File: src/rtl/pbcd_pkg.sv
package pbcd_pkg;
  localparam int OP_W = 16;
  localparam int DIGIT_W = 4;
  localparam int RF_W = 3;
  localparam logic [3:0] OP_TOP = 4'b1100;
  localparam logic [4:0] OP_MID = 5'b10000;

  typedef struct packed {
    logic x;
    logic n;
    logic z;
    logic v;
    logic c;
  } ccr_t;
endpackage

File: src/rtl/pbcd_decode.sv
module pbcd_decode
  import pbcd_pkg::*;
(
  input  logic [OP_W-1:0] opcode,
  output logic            legal,
  output logic            mem_form,
  output logic [RF_W-1:0] reg_hi,
  output logic [RF_W-1:0] reg_lo
);
  always_comb begin
    legal    = (opcode[15:12] == OP_TOP) && (opcode[8:4] == OP_MID);
    mem_form = opcode[3];
    reg_hi   = opcode[11:9];
    reg_lo   = opcode[2:0];
  end
endmodule

File: src/rtl/pbcd_digit_add.sv
module pbcd_digit_add
  import pbcd_pkg::*;
(
  input  logic [DIGIT_W-1:0] a,
  input  logic [DIGIT_W-1:0] b,
  input  logic               cin,
  output logic [DIGIT_W-1:0] s,
  output logic               cout
);
  logic [DIGIT_W:0] raw;
  logic             fix;
  always_comb begin
    raw  = {1'b0, a} + {1'b0, b} + {{DIGIT_W{1'b0}}, cin};
    fix  = raw > (DIGIT_W+1)'(9);
    s    = fix ? (raw[DIGIT_W-1:0] + DIGIT_W'(6)) : raw[DIGIT_W-1:0];
    cout = fix;
  end
endmodule

File: src/rtl/pbcd_adder.sv
module pbcd_adder
  import pbcd_pkg::*;
#(
  parameter int DIGITS = 2,
  localparam int W = DIGITS * DIGIT_W
)(
  input  logic [W-1:0] a,
  input  logic [W-1:0] b,
  input  logic         cin,
  output logic [W-1:0] sum,
  output logic         cout
);
  logic [DIGITS:0] chain;
  assign chain[0] = cin;

  for (genvar g = 0; g < DIGITS; g++) begin : g_digit
    pbcd_digit_add u_dig (
      .a    (a[g*DIGIT_W +: DIGIT_W]),
      .b    (b[g*DIGIT_W +: DIGIT_W]),
      .cin  (chain[g]),
      .s    (sum[g*DIGIT_W +: DIGIT_W]),
      .cout (chain[g+1])
    );
  end

  assign cout = chain[DIGITS];
endmodule

File: src/rtl/pbcd_flags.sv
module pbcd_flags
  import pbcd_pkg::*;
(
  input  logic clk,
  input  logic rst,
  input  logic load,
  input  ccr_t load_val,
  input  logic upd,
  input  logic carry,
  input  logic res_zero,
  input  logic res_msb,
  output ccr_t ccr_q
);
  always_ff @(posedge clk) begin
    if (rst) begin
      ccr_q <= '0;
    end else if (load) begin
      ccr_q <= load_val;
    end else if (upd) begin
      ccr_q.c <= carry;
      ccr_q.x <= carry;
      ccr_q.z <= ccr_q.z & res_zero;
      ccr_q.n <= res_msb;
      ccr_q.v <= 1'b0;
    end
  end

  // an update never raises Z
  a_r5_z_never_set: assert property (@(posedge clk) disable iff (rst)
    (upd && !load && !ccr_q.z) |=> !ccr_q.z);
endmodule

File: src/rtl/pbcd_addx_unit.sv
module pbcd_addx_unit
  import pbcd_pkg::*;
#(
  parameter int DIGITS = 2,
  localparam int W = DIGITS * DIGIT_W
)(
  input  logic            clk,
  input  logic            rst,
  input  logic            in_valid,
  input  logic [OP_W-1:0] in_opcode,
  input  logic [W-1:0]    in_src,
  input  logic [W-1:0]    in_dst,
  input  logic            ccr_load,
  input  logic [4:0]      ccr_load_val,
  output logic            out_valid,
  output logic [W-1:0]    out_sum,
  output logic            out_illegal,
  output logic            out_mem_form,
  output logic [RF_W-1:0] out_reg_hi,
  output logic [RF_W-1:0] out_reg_lo,
  output logic [4:0]      ccr
);
  logic            legal, mem_form;
  logic [RF_W-1:0] reg_hi, reg_lo;
  logic [W-1:0]    sum_c;
  logic            cout_c;
  ccr_t            ccr_q;

  pbcd_decode u_dec (
    .opcode   (in_opcode),
    .legal    (legal),
    .mem_form (mem_form),
    .reg_hi   (reg_hi),
    .reg_lo   (reg_lo)
  );

  pbcd_adder #(.DIGITS(DIGITS)) u_add (
    .a    (in_dst),
    .b    (in_src),
    .cin  (ccr_q.x),
    .sum  (sum_c),
    .cout (cout_c)
  );

  pbcd_flags u_flags (
    .clk      (clk),
    .rst      (rst),
    .load     (ccr_load),
    .load_val (ccr_t'(ccr_load_val)),
    .upd      (in_valid && legal),
    .carry    (cout_c),
    .res_zero (sum_c == '0),
    .res_msb  (sum_c[W-1]),
    .ccr_q    (ccr_q)
  );

  always_ff @(posedge clk) begin
    if (rst) begin
      out_valid    <= 1'b0;
      out_sum      <= '0;
      out_illegal  <= 1'b0;
      out_mem_form <= 1'b0;
      out_reg_hi   <= '0;
      out_reg_lo   <= '0;
    end else begin
      out_valid <= in_valid;
      if (in_valid) begin
        out_sum      <= legal ? sum_c : '0;
        out_illegal  <= !legal;
        out_mem_form <= mem_form;
        out_reg_hi   <= reg_hi;
        out_reg_lo   <= reg_lo;
      end
    end
  end

  assign ccr = ccr_q;

  // one result per accepted operation
  a_r2_valid_follows: assert property (@(posedge clk) disable iff (rst)
    in_valid |=> out_valid);
  a_r2_no_spurious: assert property (@(posedge clk) disable iff (rst)
    !in_valid |=> !out_valid);
  // extend mirrors carry after a legal operation
  a_r4_x_eq_c: assert property (@(posedge clk) disable iff (rst)
    (in_valid && legal && !ccr_load) |=> (ccr[4] == ccr[0]));
  // overflow flag written as zero
  a_r6_v_zero: assert property (@(posedge clk) disable iff (rst)
    (in_valid && legal && !ccr_load) |=> !ccr[1]);
  // nonzero result clears Z
  a_r5_z_cleared: assert property (@(posedge clk) disable iff (rst)
    (in_valid && legal && !ccr_load) |=> (out_sum == '0 || !ccr[2]));
  // illegal opcode keeps condition codes
  a_r7_illegal_keeps_ccr: assert property (@(posedge clk) disable iff (rst)
    (in_valid && !legal && !ccr_load) |=> $stable(ccr));
  // decimal digits in, decimal digits out
  a_r3_digits_decimal: assert property (@(posedge clk) disable iff (rst)
    (in_valid && legal && in_src[3:0] < 4'd10 && in_src[7:4] < 4'd10
     && in_dst[3:0] < 4'd10 && in_dst[7:4] < 4'd10)
    |=> (out_sum[3:0] < 4'd10 && out_sum[7:4] < 4'd10));
endmodule

File: config.mk
export PLATFORM = sky130hd
export DESIGN_NAME = pbcd_addx_unit
export DESIGN_NICKNAME = d
export VERILOG_FILES = /design/src/rtl/pbcd_pkg.sv /design/src/rtl/pbcd_decode.sv /design/src/rtl/pbcd_digit_add.sv /design/src/rtl/pbcd_adder.sv /design/src/rtl/pbcd_flags.sv /design/src/rtl/pbcd_addx_unit.sv
export SDC_FILE = /design/constraint.sdc
export NUM_CORES = 1
export LEC_CHECK = 0
export BUFFER_PORTS_ARGS = -buffer_cell sky130_fd_sc_hd__buf_2
export CORE_ASPECT_RATIO = 0.8
export CORE_MARGIN = 1
export CORE_UTILIZATION = 40
export DETAILED_ROUTE_END_ITERATION = 8
export PLACE_DENSITY = 0.67
export SYNTH_ARGS = -nofsm -noshare
export SYNTH_HDL_FRONTEND = slang
export SYNTH_SLANG_ARGS = --single-unit
export TNS_END_PERCENT = 50
File: constraint.sdc
create_clock -name clk -period 5.9 [get_ports clk]
set_clock_uncertainty 0.15 [all_clocks]
set_input_delay 0.295 -clock clk [delete_from_list [all_inputs] [get_ports clk]]
set_output_delay 0.295 -clock clk [all_outputs]
set_load 0.05 [all_outputs]
After elaboration in Yosys (flattened, before gate mapping)
Index checks and enable logic that the tools add are counted.
- $add $sub $neg: 6
- multiply operators: 0
- divide/modulo/power cells: 0
- $lt $le $gt $ge: 2
- equal/unequal tests: 2
- shift operators: 0
- muxes and demuxes: 5
- bitwise gates (word level): 1
- reductions and logical operators: 5
- operators with widths (operator ; count):
    $add A4 B4 Y5 ; 2
    $add A5 B1 Y5 ; 2
    $gt A5 B4 Y1 const B ; 2
    $mux W5 ; 2
    $add A4 B3 Y4 const B ; 2
    $logic_not A8 Y1 ; 1
    $mux W4 ; 2
    $mux W8 ; 1
    $eq A5 B5 Y1 const B ; 1
    $eq A4 B4 Y1 const B ; 1
    $logic_and A1 B1 Y1 ; 2
    $reduce_bool A2 Y1 ; 1
    $and A1 B1 Y1 ; 1
    $logic_not A1 Y1 ; 1
- flip-flop bits (word level): 22
- bits in latches: 0
- RAM bits: 0
- bits in read-only memories: 0
- bits of input ports: 41
- output and inout port bits: 22
- logic and storage cells: 32
- memories kept: 0

Logic depth before layout (Yosys ltp)
- depth after elaboration: 10
- gate-level depth with buffers: 19
- mapped depth without buffers: 19

Modules after synthesis
A second synthesis with hierarchy kept.
- cell total of the unflattened synthesis: 144
- area, all modules: 1365.1 um^2
- modules (own cells, without submodules) (module ; instances ; cells each ; area each (um^2) ; seq. area each (um^2)):
    pbcd_addx_unit ; 1 ; 68 ; 643.1 ; 340.3
    pbcd_digit_add ; 2 ; 22 ; 211.5 ; 0.0
    pbcd_flags ; 1 ; 22 ; 219.0 ; 100.1
    pbcd_decode ; 1 ; 10 ; 80.1 ; 0.0

Worst setup path after synthesis
OpenSTA, ideal clock, no wires.
- kind: in2reg
- start point: input in_src[0]
- end point: register u_flags.ccr_q[3] (netlist name)
- setup time: 101 ps
- arrival: 4057 ps
- required time: 5649 ps
- path slack: 1592 ps
- stages on the path: 15
- buffers on the path: 0
- cells stage by stage: fa_1 > fa_1 > xnor2_2 > ha_1 > nand2_1 > a32oi_1 > and3_1 > nor2_1 > fa_1 > inv_1 > fa_1 > or3_1 > o2111ai_1 > a21oi_1 > o41ai_1
- longest elaborated chain between the ends: 8
- elaborated cells on any way between the ends: 9
- classes of those cells: add/sub (4); order compare (2); mux (3)
- ends and longest elaborated chain (item ; RTL line ; RTL):
    start, declared ; pbcd_addx_unit.sv:11 ; input logic [W-1:0] in_src,
    $add A4 B4 Y5 (*) ; pbcd_digit_add.sv:13 ; raw = {1'b0, a} + {1'b0, b} + {{DIGIT_W{1'b0}}, cin};
    $add A5 B1 Y5 (*) ; pbcd_digit_add.sv:13 ;
    $gt A5 B4 Y1 (*) ; pbcd_digit_add.sv:14 ; fix = raw > (DIGIT_W+1)'(9);
    $add A5 B1 Y5 (*) ; pbcd_digit_add.sv:13 ;
    $add A4 B3 Y4 / $gt A5 B4 Y1 (equally long branches) ; pbcd_digit_add.sv:15, pbcd_digit_add.sv:14 ;
    $mux W4 (*) ; pbcd_digit_add.sv:15 ; s = fix ? (raw[DIGIT_W-1:0] + DIGIT_W'(6)) : raw[DIGIT_W-1:0];
    $mux W5 (*) ; pbcd_flags.sv:19 ; end else if (upd) begin
    $mux W5 (*) ; pbcd_flags.sv:17 ; end else if (load) begin
Mark *: on every way between the ends. The rest lies on a longest branch, timed or not. The select of a mux whose other input is x is not followed.
A chain may end at the register's enable or synchronous reset.

Final worst setup path
- start point: register u_flags.ccr_q[4] (netlist name)
- end point: register u_flags.ccr_q[0] (netlist name)
- longest elaborated chain between the ends: 6
- ends and longest elaborated chain (item ; RTL line):
    $add A5 B1 Y5 ; pbcd_digit_add.sv:13
    $gt A5 B4 Y1 ; pbcd_digit_add.sv:14
    $add A5 B1 Y5 ; pbcd_digit_add.sv:13
    $gt A5 B4 Y1 ; pbcd_digit_add.sv:14
    $mux W5 ; pbcd_flags.sv:19
    $mux W5 ; pbcd_flags.sv:17
Every way passes these cells. The select of a mux whose other input is x is not followed.

==> results.md <==
- Status: complete, but fails checks
- Failing checks: design-rule violations
- WP data arrival: between 4 and 5 ns
- NumNets Final: 294
- Crit-path max cell delay: ~0.44 ns
- Layout Utilization: 0.5436
- CTS Buf Count: 3
- Post-DP HPWL: ~2.9 mm
- Area grow syn2layout: 25.02%
- RSZ-0062 raised after global routing: no
- CP Launch Type: flop
- Final setup fails: 0
- GRT Util Overall: 0.1862
- Top post-synthesis cells by count: 22 x dfxtp_1, 20 x nor2_1, 15 x a21oi_1, 15 x nand2_1, 10 x inv_1
- FF+latch count, synth: 22
- Seq/Total Area, Yosys: 0.2859
- Largest net degree at the start of global routing: 26
- Final WS setup: around 1.2 ns
- Initial antenna violation count: 0
- Post-synth ARST share: 0
- Period utilization: 0.7981
- CTS max path bufs: 2
- Routed vias: approximately 1500
- Core Area: 3542 sq um
- Number of synthesized flops with an enable pin: 0
- 1st-iter DRT viols: 93
- CTS root buffer: clkbuf_8
- Cell variety after synth: 54
- Dpl ws: about 1.1 ns
- Top-area cell type share of the netlist area: 0.2859
- F_max: roughly 210 MHz
- Clock sinks: 22
- CP dominant cell by count: fa_1
- Leakage power: 0.0009313 uW
- First-pass DRT Iterations: 7
- Reg clk slew, reported paths: 0.08 ns
- GRT Residual Overflow: 0
- # diodes: 0
- Rows: 19
- Die area: ~4100 sq um
- Hold Path Class: input pin to flop
- Number of I/O pins: 63
- Wl on met1: 1.729 mm
- Max Used Layer: met4
- Mean routed wirelength per cell: 12.99 um
- Post-CTS Setup Bufs: 0
- Initial Utilization: 0.4348
- Drt via density: between 5 and 6
- Slew HR: 0.6936
- Die X: slightly above 70 um
- Final ANT Viol Nets: 0
- Synth Net Count: between 200 and 250
- Routed wl met3: 232 um
- Count leader, synth: dfxtp_1
- Die Y: approximately 58 um
- GP Congestion: 0.8667
- First-pass GRT wire length: 5.996 mm
- Synthesized area: 1540 sq um
- Post-Syn Instances: 180
- IR drop worst, VDD: ~99 uV
- H-tree lvl count: 1
- DRC: 6
- Area of the multi-input gates: slightly above 1000 sq um
- Req. time, crit path: 5.95 ns
- Vias in the first global route: ~1400
- Crit-path max FO: 6
- Setup Crit Path Kind: flop to flop
- Final hold violation count: 0
- I/O Buffers: between 60 and 70
- Ys flop type: dfxtp_1
- Post_cts resized: 0
- Largest cells by area after synthesis: dfxtp_1 29%, ha_1 7.3%, fa_1 5.2%
- Met2 wire len: ~1.7 mm
- Fin crit period: ~4.7 ns
- Reg area: 440.4 sq um
- Pwr dens: between 200 and 250 nW/um^2
- Hold_buf cts: 0
- WL final: approximately 3.7 mm
- CTS tree: done
- Fin Hold WS: ~0.11 ns
- CP max stage cell: fa_1
- Yosys warnings: 0
- Filler cells: approximately 330
- Share of cells above drive strength 1: 0.3054
- Syn Area/Cell: 8.557 sq um
- Max-cap violation count: 0
- CP Cell Sequence: fa_1 > fa_1 > xnor2_2 > ha_1 > nand2_1 > a32oi_1 > and3_1 > nor2_1 > fa_1 > inv_1 > fa_1 > xor2_1 > inv_1 > ha_1 > nand2_1 > nand4_1 > a311o_1 > a21oi_1
- Setup tns final: 0 ns
- Worst Max-Slew Pin Slew: between 0.4 and 0.5 ns
- Max Slew Vio Count: 0
- Dominant cell type by area after synthesis: dfxtp_1
- Skew-Pair Late Insertion Delay: ~0.26 ns
- CP endpoint kind: flop
-- state kept, by name (all words and copies together), names as in the netlist --
register / count
out_mem_form: 1
out_valid: 1
out_illegal: 1
out_reg_lo: 3
out_sum: 8
u_flags.ccr_q: 5
out_reg_hi: 3
-- layout by cell type (no fill, tap or decap), types with 4 or more instances in the layout --
cell,instances
inv_1,10
fa_1,4
nor3_1,4
a21oi_1,15
mux2i_1,7
nor2_1,20
dfxtp_1,22
or3_1,4
nand2_1,15
ha_1,9
clkbuf_8,4
buf_2,62
nand3_1,5
-- cells by family after synthesis --
group	synth area share
adder cells (fa/ha/maj)	0.1251
buffers and inverters	0.04793
flip-flops	0.2859
AO/OA/AOI/OAI	0.2226
XOR/XNOR	0.01625
multiplexers	0.04549
AND/OR/NAND/NOR	0.2567
-- worst max-delay path: cells and delay by family, from the launching register on --
family	cells	cell delay (ns)
fa+ha+maj	6	1.91
buf+inv	2	0.20
compound gates	3	0.79
flops	1	0.34
xor+xnor	2	0.53
simple gates	5	0.72
-- where the power goes --
group | internal [uW] | switching, uW | leakage [uW]
Combinational | 76.6 | 112 | 0.000722
Sequential | 154 | 2.79 | 0.000180
Clock | 59.5 | 48.8 | 0.0000288
-- layer usage --
metal  track usage  vias to the layer above
li1              -                      782
met1        0.2481                      687
met2        0.3088                       48
met3       0.03887                        3
met4       0.04857                        0
met5             0                        -
-- path summary, 6_finish.rpt --
kind	start	end	slack, ns	depth (start not counted)
worst max register to register	u_flags.ccr_q[4]	u_flags.ccr_q[0]	1.19	18
worst min-delay path	ccr_load_val[3]	u_flags.ccr_q[3]	0.11	3
worst max-delay path	u_flags.ccr_q[4]	u_flags.ccr_q[0]	1.19	18
worst min register to register	out_sum[3]	out_sum[3]	0.32	2
-- through the flow --
stage | std cells | total power [uW] | cell area [sq um]
detailed placement | 277 | 347.0 | 1871
global placement | 277 | 346.7 | 1871
CTS | 281 | 455.9 | 1926
floorplan | 180 | 303.3 | 1540
finish | 281 | 453.6 | 1926
global route | 281 | 483.5 | 1926
-- cell type report --
class                   instances  area share
well taps                      42     0.02729
multi-input cells             140      0.5328
flip-flops and latches         22      0.2287
inverters                      11     0.02144
repair buffers                 62      0.1611
clock buffers                   4     0.02859
No activity file was read; power rests on OpenSTA's default activity.
